$ cat config.mk
export PLATFORM = sky130hd
export DESIGN_NAME = tmr_irq_ctl
export DESIGN_NICKNAME = d
export VERILOG_FILES = /design/src/rtl/tic_pkg.sv /design/src/rtl/tic_ctrl.sv /design/src/rtl/tic_regs.sv /design/src/rtl/tmr_irq_ctl.sv
export SDC_FILE = /design/constraint.sdc
export NUM_CORES = 1
export LEC_CHECK = 0
export ABC_CLOCK_PERIOD_IN_PS = 2600
export BUFFER_PORTS_ARGS = -buffer_cell sky130_fd_sc_hd__buf_4
export CELL_PAD_IN_SITES_DETAIL_PLACEMENT = 1
export CELL_PAD_IN_SITES_GLOBAL_PLACEMENT = 2
export CORE_MARGIN = 2
export CORE_UTILIZATION = 27
export DETAILED_ROUTE_END_ITERATION = 8
export GPL_TIMING_DRIVEN = 1
export PLACE_DENSITY_LB_ADDON = 0.1
export REMOVE_ABC_BUFFERS = 1
export SYNTH_ARGS = -nofsm -noshare
export SYNTH_HDL_FRONTEND = slang
export SYNTH_HIERARCHICAL = 1
export SYNTH_SLANG_ARGS = --single-unit
$ cat constraint.sdc
create_clock -name clk -period 2.6 [get_ports clk]
set_input_delay 0.13 -clock clk [delete_from_list [all_inputs] [get_ports clk]]
set_output_delay 0.13 -clock clk [all_outputs]
set_load 0.01 [all_outputs]
$ cat src/rtl/tic_pkg.sv
package tic_pkg;
  localparam int REG_W    = 8;
  localparam int NUM_CH   = 2;
  // bit positions decoded by software
  localparam int POS_TFLAG1 = 7;
  localparam int POS_TRUN1  = 6;
  localparam int POS_TFLAG0 = 5;
  localparam int POS_TRUN0  = 4;
  localparam int POS_EFLAG1 = 3;
  localparam int POS_ETYPE1 = 2;
  localparam int POS_EFLAG0 = 1;
  localparam int POS_ETYPE0 = 0;

  typedef struct packed {
    logic [NUM_CH-1:0] tmrSet;
    logic [NUM_CH-1:0] tmrClr;
    logic [NUM_CH-1:0] extSet;
    logic [NUM_CH-1:0] extClr;
  } ctlStrobes_t;
endpackage

$ cat src/rtl/tic_ctrl.sv
module tic_ctrl
  import tic_pkg::*;
#(
  parameter int SYNC_STAGES = 2
) (
  input  logic              clk,
  input  logic              rstN,
  input  logic [NUM_CH-1:0] pinN,
  input  logic [NUM_CH-1:0] tmrOvf,
  input  logic [NUM_CH-1:0] tmrAck,
  input  logic [NUM_CH-1:0] extAck,
  input  logic [NUM_CH-1:0] extType,
  output ctlStrobes_t       strobes
);
  localparam int LAST = SYNC_STAGES - 1;

  logic [NUM_CH-1:0] syncPin;
  logic [NUM_CH-1:0] prevPin;
  logic [NUM_CH-1:0] fallSeen;
  logic [NUM_CH-1:0] lowSeen;

  for (genvar ch = 0; ch < NUM_CH; ch++) begin : g_chan
    logic [SYNC_STAGES-1:0] chain;

    always_ff @(posedge clk or negedge rstN) begin
      if (!rstN) begin
        chain       <= '1;
        prevPin[ch] <= 1'b1;
      end else begin
        chain       <= {chain[LAST-1:0], pinN[ch]};
        prevPin[ch] <= chain[LAST];
      end
    end

    assign syncPin[ch]  = chain[LAST];
    assign fallSeen[ch] = prevPin[ch] & ~syncPin[ch];
    assign lowSeen[ch]  = ~syncPin[ch];
  end

  always_comb begin
    strobes.tmrSet = tmrOvf;
    strobes.tmrClr = tmrAck;
    for (int ch = 0; ch < NUM_CH; ch++) begin
      strobes.extSet[ch] = extType[ch] ? fallSeen[ch] : lowSeen[ch];
      strobes.extClr[ch] = extAck[ch] & extType[ch];
    end
  end
endmodule

$ cat src/rtl/tic_regs.sv
module tic_regs
  import tic_pkg::*;
(
  input  logic             clk,
  input  logic             rstN,
  input  logic             wr,
  input  logic [REG_W-1:0] wdata,
  input  ctlStrobes_t      strobes,
  output logic [REG_W-1:0] regQ
);
  localparam int TFLAG_POS [NUM_CH] = '{POS_TFLAG0, POS_TFLAG1};
  localparam int TRUN_POS  [NUM_CH] = '{POS_TRUN0,  POS_TRUN1};
  localparam int EFLAG_POS [NUM_CH] = '{POS_EFLAG0, POS_EFLAG1};
  localparam int ETYPE_POS [NUM_CH] = '{POS_ETYPE0, POS_ETYPE1};

  for (genvar ch = 0; ch < NUM_CH; ch++) begin : g_bits
    // plain control bits: software only
    always_ff @(posedge clk or negedge rstN) begin
      if (!rstN) begin
        regQ[TRUN_POS[ch]]  <= 1'b0;
        regQ[ETYPE_POS[ch]] <= 1'b0;
      end else if (wr) begin
        regQ[TRUN_POS[ch]]  <= wdata[TRUN_POS[ch]];
        regQ[ETYPE_POS[ch]] <= wdata[ETYPE_POS[ch]];
      end
    end

    // flags: hardware set, then write, then acknowledge clear
    always_ff @(posedge clk or negedge rstN) begin
      if (!rstN) begin
        regQ[TFLAG_POS[ch]] <= 1'b0;
      end else if (strobes.tmrSet[ch]) begin
        regQ[TFLAG_POS[ch]] <= 1'b1;
      end else if (wr) begin
        regQ[TFLAG_POS[ch]] <= wdata[TFLAG_POS[ch]];
      end else if (strobes.tmrClr[ch]) begin
        regQ[TFLAG_POS[ch]] <= 1'b0;
      end
    end

    always_ff @(posedge clk or negedge rstN) begin
      if (!rstN) begin
        regQ[EFLAG_POS[ch]] <= 1'b0;
      end else if (strobes.extSet[ch]) begin
        regQ[EFLAG_POS[ch]] <= 1'b1;
      end else if (wr) begin
        regQ[EFLAG_POS[ch]] <= wdata[EFLAG_POS[ch]];
      end else if (strobes.extClr[ch]) begin
        regQ[EFLAG_POS[ch]] <= 1'b0;
      end
    end
  end
endmodule

$ cat src/rtl/tmr_irq_ctl.sv
module tmr_irq_ctl
  import tic_pkg::*;
#(
  parameter int SYNC_STAGES = 2
) (
  input  logic       clk,
  input  logic       rstN,
  input  logic       sfrWr,
  input  logic [7:0] sfrWdata,
  output logic [7:0] sfrRdata,
  input  logic       tmrOvf0,
  input  logic       tmrOvf1,
  input  logic       tmrAck0,
  input  logic       tmrAck1,
  input  logic       extAck0,
  input  logic       extAck1,
  input  logic       extPinN0,
  input  logic       extPinN1,
  output logic       tmrRun0,
  output logic       tmrRun1,
  output logic       tmrFlag0,
  output logic       tmrFlag1,
  output logic       extFlag0,
  output logic       extFlag1
);
  ctlStrobes_t      strobes;
  logic [REG_W-1:0] regQ;

  tic_ctrl #(.SYNC_STAGES(SYNC_STAGES)) i_ctrl (
    .clk     (clk),
    .rstN    (rstN),
    .pinN    ({extPinN1, extPinN0}),
    .tmrOvf  ({tmrOvf1, tmrOvf0}),
    .tmrAck  ({tmrAck1, tmrAck0}),
    .extAck  ({extAck1, extAck0}),
    .extType ({regQ[POS_ETYPE1], regQ[POS_ETYPE0]}),
    .strobes (strobes)
  );

  tic_regs i_regs (
    .clk     (clk),
    .rstN    (rstN),
    .wr      (sfrWr),
    .wdata   (sfrWdata),
    .strobes (strobes),
    .regQ    (regQ)
  );

  assign sfrRdata = regQ;
  assign tmrRun0  = regQ[POS_TRUN0];
  assign tmrRun1  = regQ[POS_TRUN1];
  assign tmrFlag0 = regQ[POS_TFLAG0];
  assign tmrFlag1 = regQ[POS_TFLAG1];
  assign extFlag0 = regQ[POS_EFLAG0];
  assign extFlag1 = regQ[POS_EFLAG1];
endmodule

Word-level counts from Yosys, hierarchy flattened

Cells that the tools add are included.

Bits in latches: 0
RAM bits: 0
Bits in read-only memories: 0
Flip-flop bits (word level): 14
Word-level logic and storage cells: 36
Memories kept: 0
Output and inout bits: 14
Input port bits: 19

Div/mod/pow operators: 0
Bitwise gates (word level): 6
Add/subtract/negate cells: 0
Magnitude comparators: 0
Multipliers: 0
Multiplexer cells: 14
Equality and inequality tests: 0
Reduce and logical (&&, ||, !) cells: 4
Shift-type cells: 0

Operators with widths:

| cell              | count |
|---|---|
| $mux 1            | 14 |
| $reduce_bool 3->1 | 4 |
| $and 1x1->1       | 4 |
| $not 1->1         | 2 |

Longest topological paths before layout

Word-level depth: 4
Mapped depth: 3
Depth with buffers taken out: 3

Cells and area by module

Netlist, hierarchy kept.

Modules (own cells, without submodules):

| module      | cells each | instances | seq. area each (um^2) | area each (um^2) |
|---|---|---|---|---|
| tic_regs    | 21         | 1         | 200.2                 | 319.1 |
| tic_ctrl    | 16         | 1         | 157.7                 | 221.5 |
| tmr_irq_ctl | 6          | 1         | 0.0                   | 45.0 |

Worst setup path after synthesis

No wires, ideal clock.

Kind: flip-flop to flip-flop
From: register i_regs.regQ[2]
To: register i_regs.regQ[3]
Setup time: 0.127 ns
Buffers on the path: 0
Period minus slack after synthesis: 1.016 ns
Required time: 2.473 ns
Slack: 1.584 ns
Cell stages (with the launch flop): 4
Data arrival time: 0.890 ns
Cells stage by stage: dfrtp_1 -> and2_1 -> nor2_1 -> a221o_2

RTL lines:

| element                          | line           | source |
|---|---|---|
| start: declaration               | tic_regs.sv:9  | `output logic [REG_W-1:0] regQ` |
| start signal: indexed assignment | tic_regs.sv:23 | `regQ[TRUN_POS[ch]] <= wdata[TRUN_POS[ch]];` |
| start signal: indexed assignment | tic_regs.sv:24 | `regQ[ETYPE_POS[ch]] <= wdata[ETYPE_POS[ch]];` |

==> impl_metrics.env <==
export IMPL_stdcell_count=97
export IMPL_grt_pass1_vias=375
export IMPL_rsz0062_at_grt="no"
export IMPL_ir_worst_vdd_mv=0.2193
export IMPL_clk_pin_slew_worst_paths_ps=80
export IMPL_cts_buffers=3
export IMPL_dp_hpwl_um=822.9
export IMPL_netlist_area_um2=585.6
export IMPL_hold_path_class="in2reg"
export IMPL_drt_iter0_markers=1
export IMPL_area_growth_pct=41.03
export IMPL_fillers=233
export IMPL_r2r_slack_ps=1600
export IMPL_die_w_um=50.57
export IMPL_worst_slack_ps=1598
export IMPL_grtUsageTotal=0.08690
export IMPL_nNetsFinal=91
export IMPL_post_cts_resized=0
export IMPL_max_slew_margin=0.8811
export IMPL_ios=33
export IMPL_ys_seq_area_frac=0.6111
export IMPL_critPathTopFamily="flip-flops"
export IMPL_die_h_um=50.57
export IMPL_clk_path_buf_depth=2
export IMPL_htreeDepth=1
export IMPL_fin_skew_ps=0.2666
export IMPL_holdPathEnd="i_regs/regQ[7]"
export IMPL_drt_wl_total_um=1058
export IMPL_antenna_cells=0
export IMPL_reg2reg_from="i_regs/regQ[2]"
export IMPL_period_minus_slack_ps=1002
export IMPL_hold_viol_final=0
export IMPL_cap_violations=0
export IMPL_startpoint_type="flop"
export IMPL_clk_latency_ps=260
export IMPL_clockRootBuffer="clkbuf_4"
export IMPL_finalSetupTns_ps=0
export IMPL_tritoncts="built"
export IMPL_dieArea_um2=2557
export IMPL_routedWlPerCell_um=10.91
export IMPL_grt_pass1_wl_um=1656
export IMPL_ys_ff_latch=14
export IMPL_tightest_slew_ps=178.3
export IMPL_max_freq_ghz=0.9976
export IMPL_whs_path_depth=2
export IMPL_place_gp_congestion=0.6100
export IMPL_slowest_stage="dfrtp_1"
export IMPL_vias_per_cell=4.247
export IMPL_power_mw=0.4557
export IMPL_synth_cell_types=13
export IMPL_cts_sinks=14
export IMPL_reg2reg_to="i_regs/regQ[3]"
export IMPL_period_share=0.3855
export IMPL_drcViolationCount=0
export IMPL_worst_path_buf_inv=0
export IMPL_port_buffers=32
export IMPL_pre_cts_ws_ps=1600
export IMPL_coreArea_um2=2002
export IMPL_status="complete, no violations"
export IMPL_dp_cells=91
export IMPL_grt_max_degree=15
export IMPL_leakage_nw=0.3863
export IMPL_syn_inst=43
export IMPL_start_util=0.2925
export IMPL_antenna_left=0
export IMPL_antenna_found_initial=0
export IMPL_rows=16
export IMPL_first_pass_iters=2
export IMPL_slew_viol_final=0
export IMPL_yosysWarnings=6
export IMPL_arrival_ps=1160
export IMPL_syn_avg_cell_area_um2=13.62
export IMPL_p_per_area_nw_per_um2=551.8
export IMPL_hp_start="tmrOvf1"
export IMPL_setup_violations=0
export IMPL_r2r_cells=3
export IMPL_max_stage_delay_ps=380
export IMPL_vias=412
export IMPL_overflow=0
export IMPL_cp_end_kind="flop"
export IMPL_path_class="reg2reg"
export IMPL_critPathMaxFanout=4
export IMPL_drive_above_1_share=0.7143
export IMPL_post_route_util=0.4125
export IMPL_critical_path_cell_chain="and2_1, nor2_1, a221o_2"
export IMPL_worstPathRequired_ps=2750
==> stage by stage <==
step                instance area (um^2)  hold slack, ps
floorplan                          499.2          -165.6
global placement                   773.2          -11.92
detailed placement                 773.2          -12.93
CTS                                825.8           58.74
global route                       825.8           62.42
finish                             825.8           68.32
==> flip-flops by register name (all words and copies together) (netlist names) <==
register             count
i_ctrl/g_chan.chain      4
i_regs/regQ              8
i_ctrl/prevPin           2
==> cells in the final DEF (no fill, tap or decap) <==
| cell type | n |
|---|---|
| buf_4 | 32 |
| dfrtp_1 | 8 |
| dfstp_2 | 6 |
| mux2_2 | 4 |
| clkbuf_4 | 3 |
| dlygate4sd3_1 | 3 |
| inv_1 | 2 |
| and2_1 | 2 |
| nor2_1 | 2 |
| a221o_2 | 2 |
| nor2_2 | 2 |
| a221o_1 | 2 |
| a21oi_2 | 1 |
| a21oi_1 | 1 |
==> cells by family after synthesis <==
kind of cell	after synthesis	share of synthesized area
and+or+nand+nor	6	0.05555
muxes	4	0.07692
AOI/OAI and AO/OA	6	0.09615
DFF	14	0.6111
buffers and inverters	13	0.1603
==> synthesized netlist by cell type <==
cell	number	share of area
a21oi_1	1	0.0085
a21oi_2	1	0.015
a221o_1	2	0.034
a221o_2	2	0.038
and2_1	2	0.021
buf_4	10	0.13
buf_6	1	0.019
dfrtp_1	8	0.34
dfstp_2	6	0.27
inv_1	2	0.013
mux2_2	4	0.077
nor2_1	2	0.013
nor2_2	2	0.021
==> report_power, final <==
part	leakage [nW]	internal, mW	total, mW	switching [mW]
clock network	0.0138	0.0534	0.113	0.0596
registers	0.153	0.238	0.250	0.0116
logic	0.220	0.0581	0.0930	0.0349
==> cell type report <==
cell class / count / area, um^2 / area share
clock buffer: 3 / 22.52 / 0.02727
inverter: 2 / 7.507 / 0.009091
timing repair buffer: 35 / 270.3 / 0.3273
sequential: 14 / 357.8 / 0.4333
multi-input combinational: 16 / 133.9 / 0.1621
tap: 27 / 33.78 / 0.04091
==> how the worst max path moves through the flow <==
stage,startpoint,endpoint,slack [ps],cells after the start
6_report,i_regs/regQ[2],i_regs/regQ[3],1600,3
5_1_grt,i_regs/regQ[2],i_regs/regQ[3],1520,3
4_1_cts,i_regs/regQ[0],i_regs/regQ[1],1590,3
3_5_place_dp,i_regs/regQ[0],i_regs/regQ[1],1600,3
3_3_place_gp,i_regs/regQ[0],i_regs/regQ[1],1620,3
2_1_floorplan,i_regs/regQ[2],i_regs/regQ[3],1580,3
==> layer usage <==
layer  part of all wire  up-vias  global-route usage
met3               0.12        0             0.03571
li1                   -      189                   -
met5                  0        -                   0
met1               0.46      197              0.1128
met4                  0        0             0.01351
met2               0.41       26              0.1382
==> repair_timing <==
item	CTS	global route
hold endpoints to repair	16	0
setup buffers	0	0
hold buffers	3	0
Power figures use the tool's default switching activity.
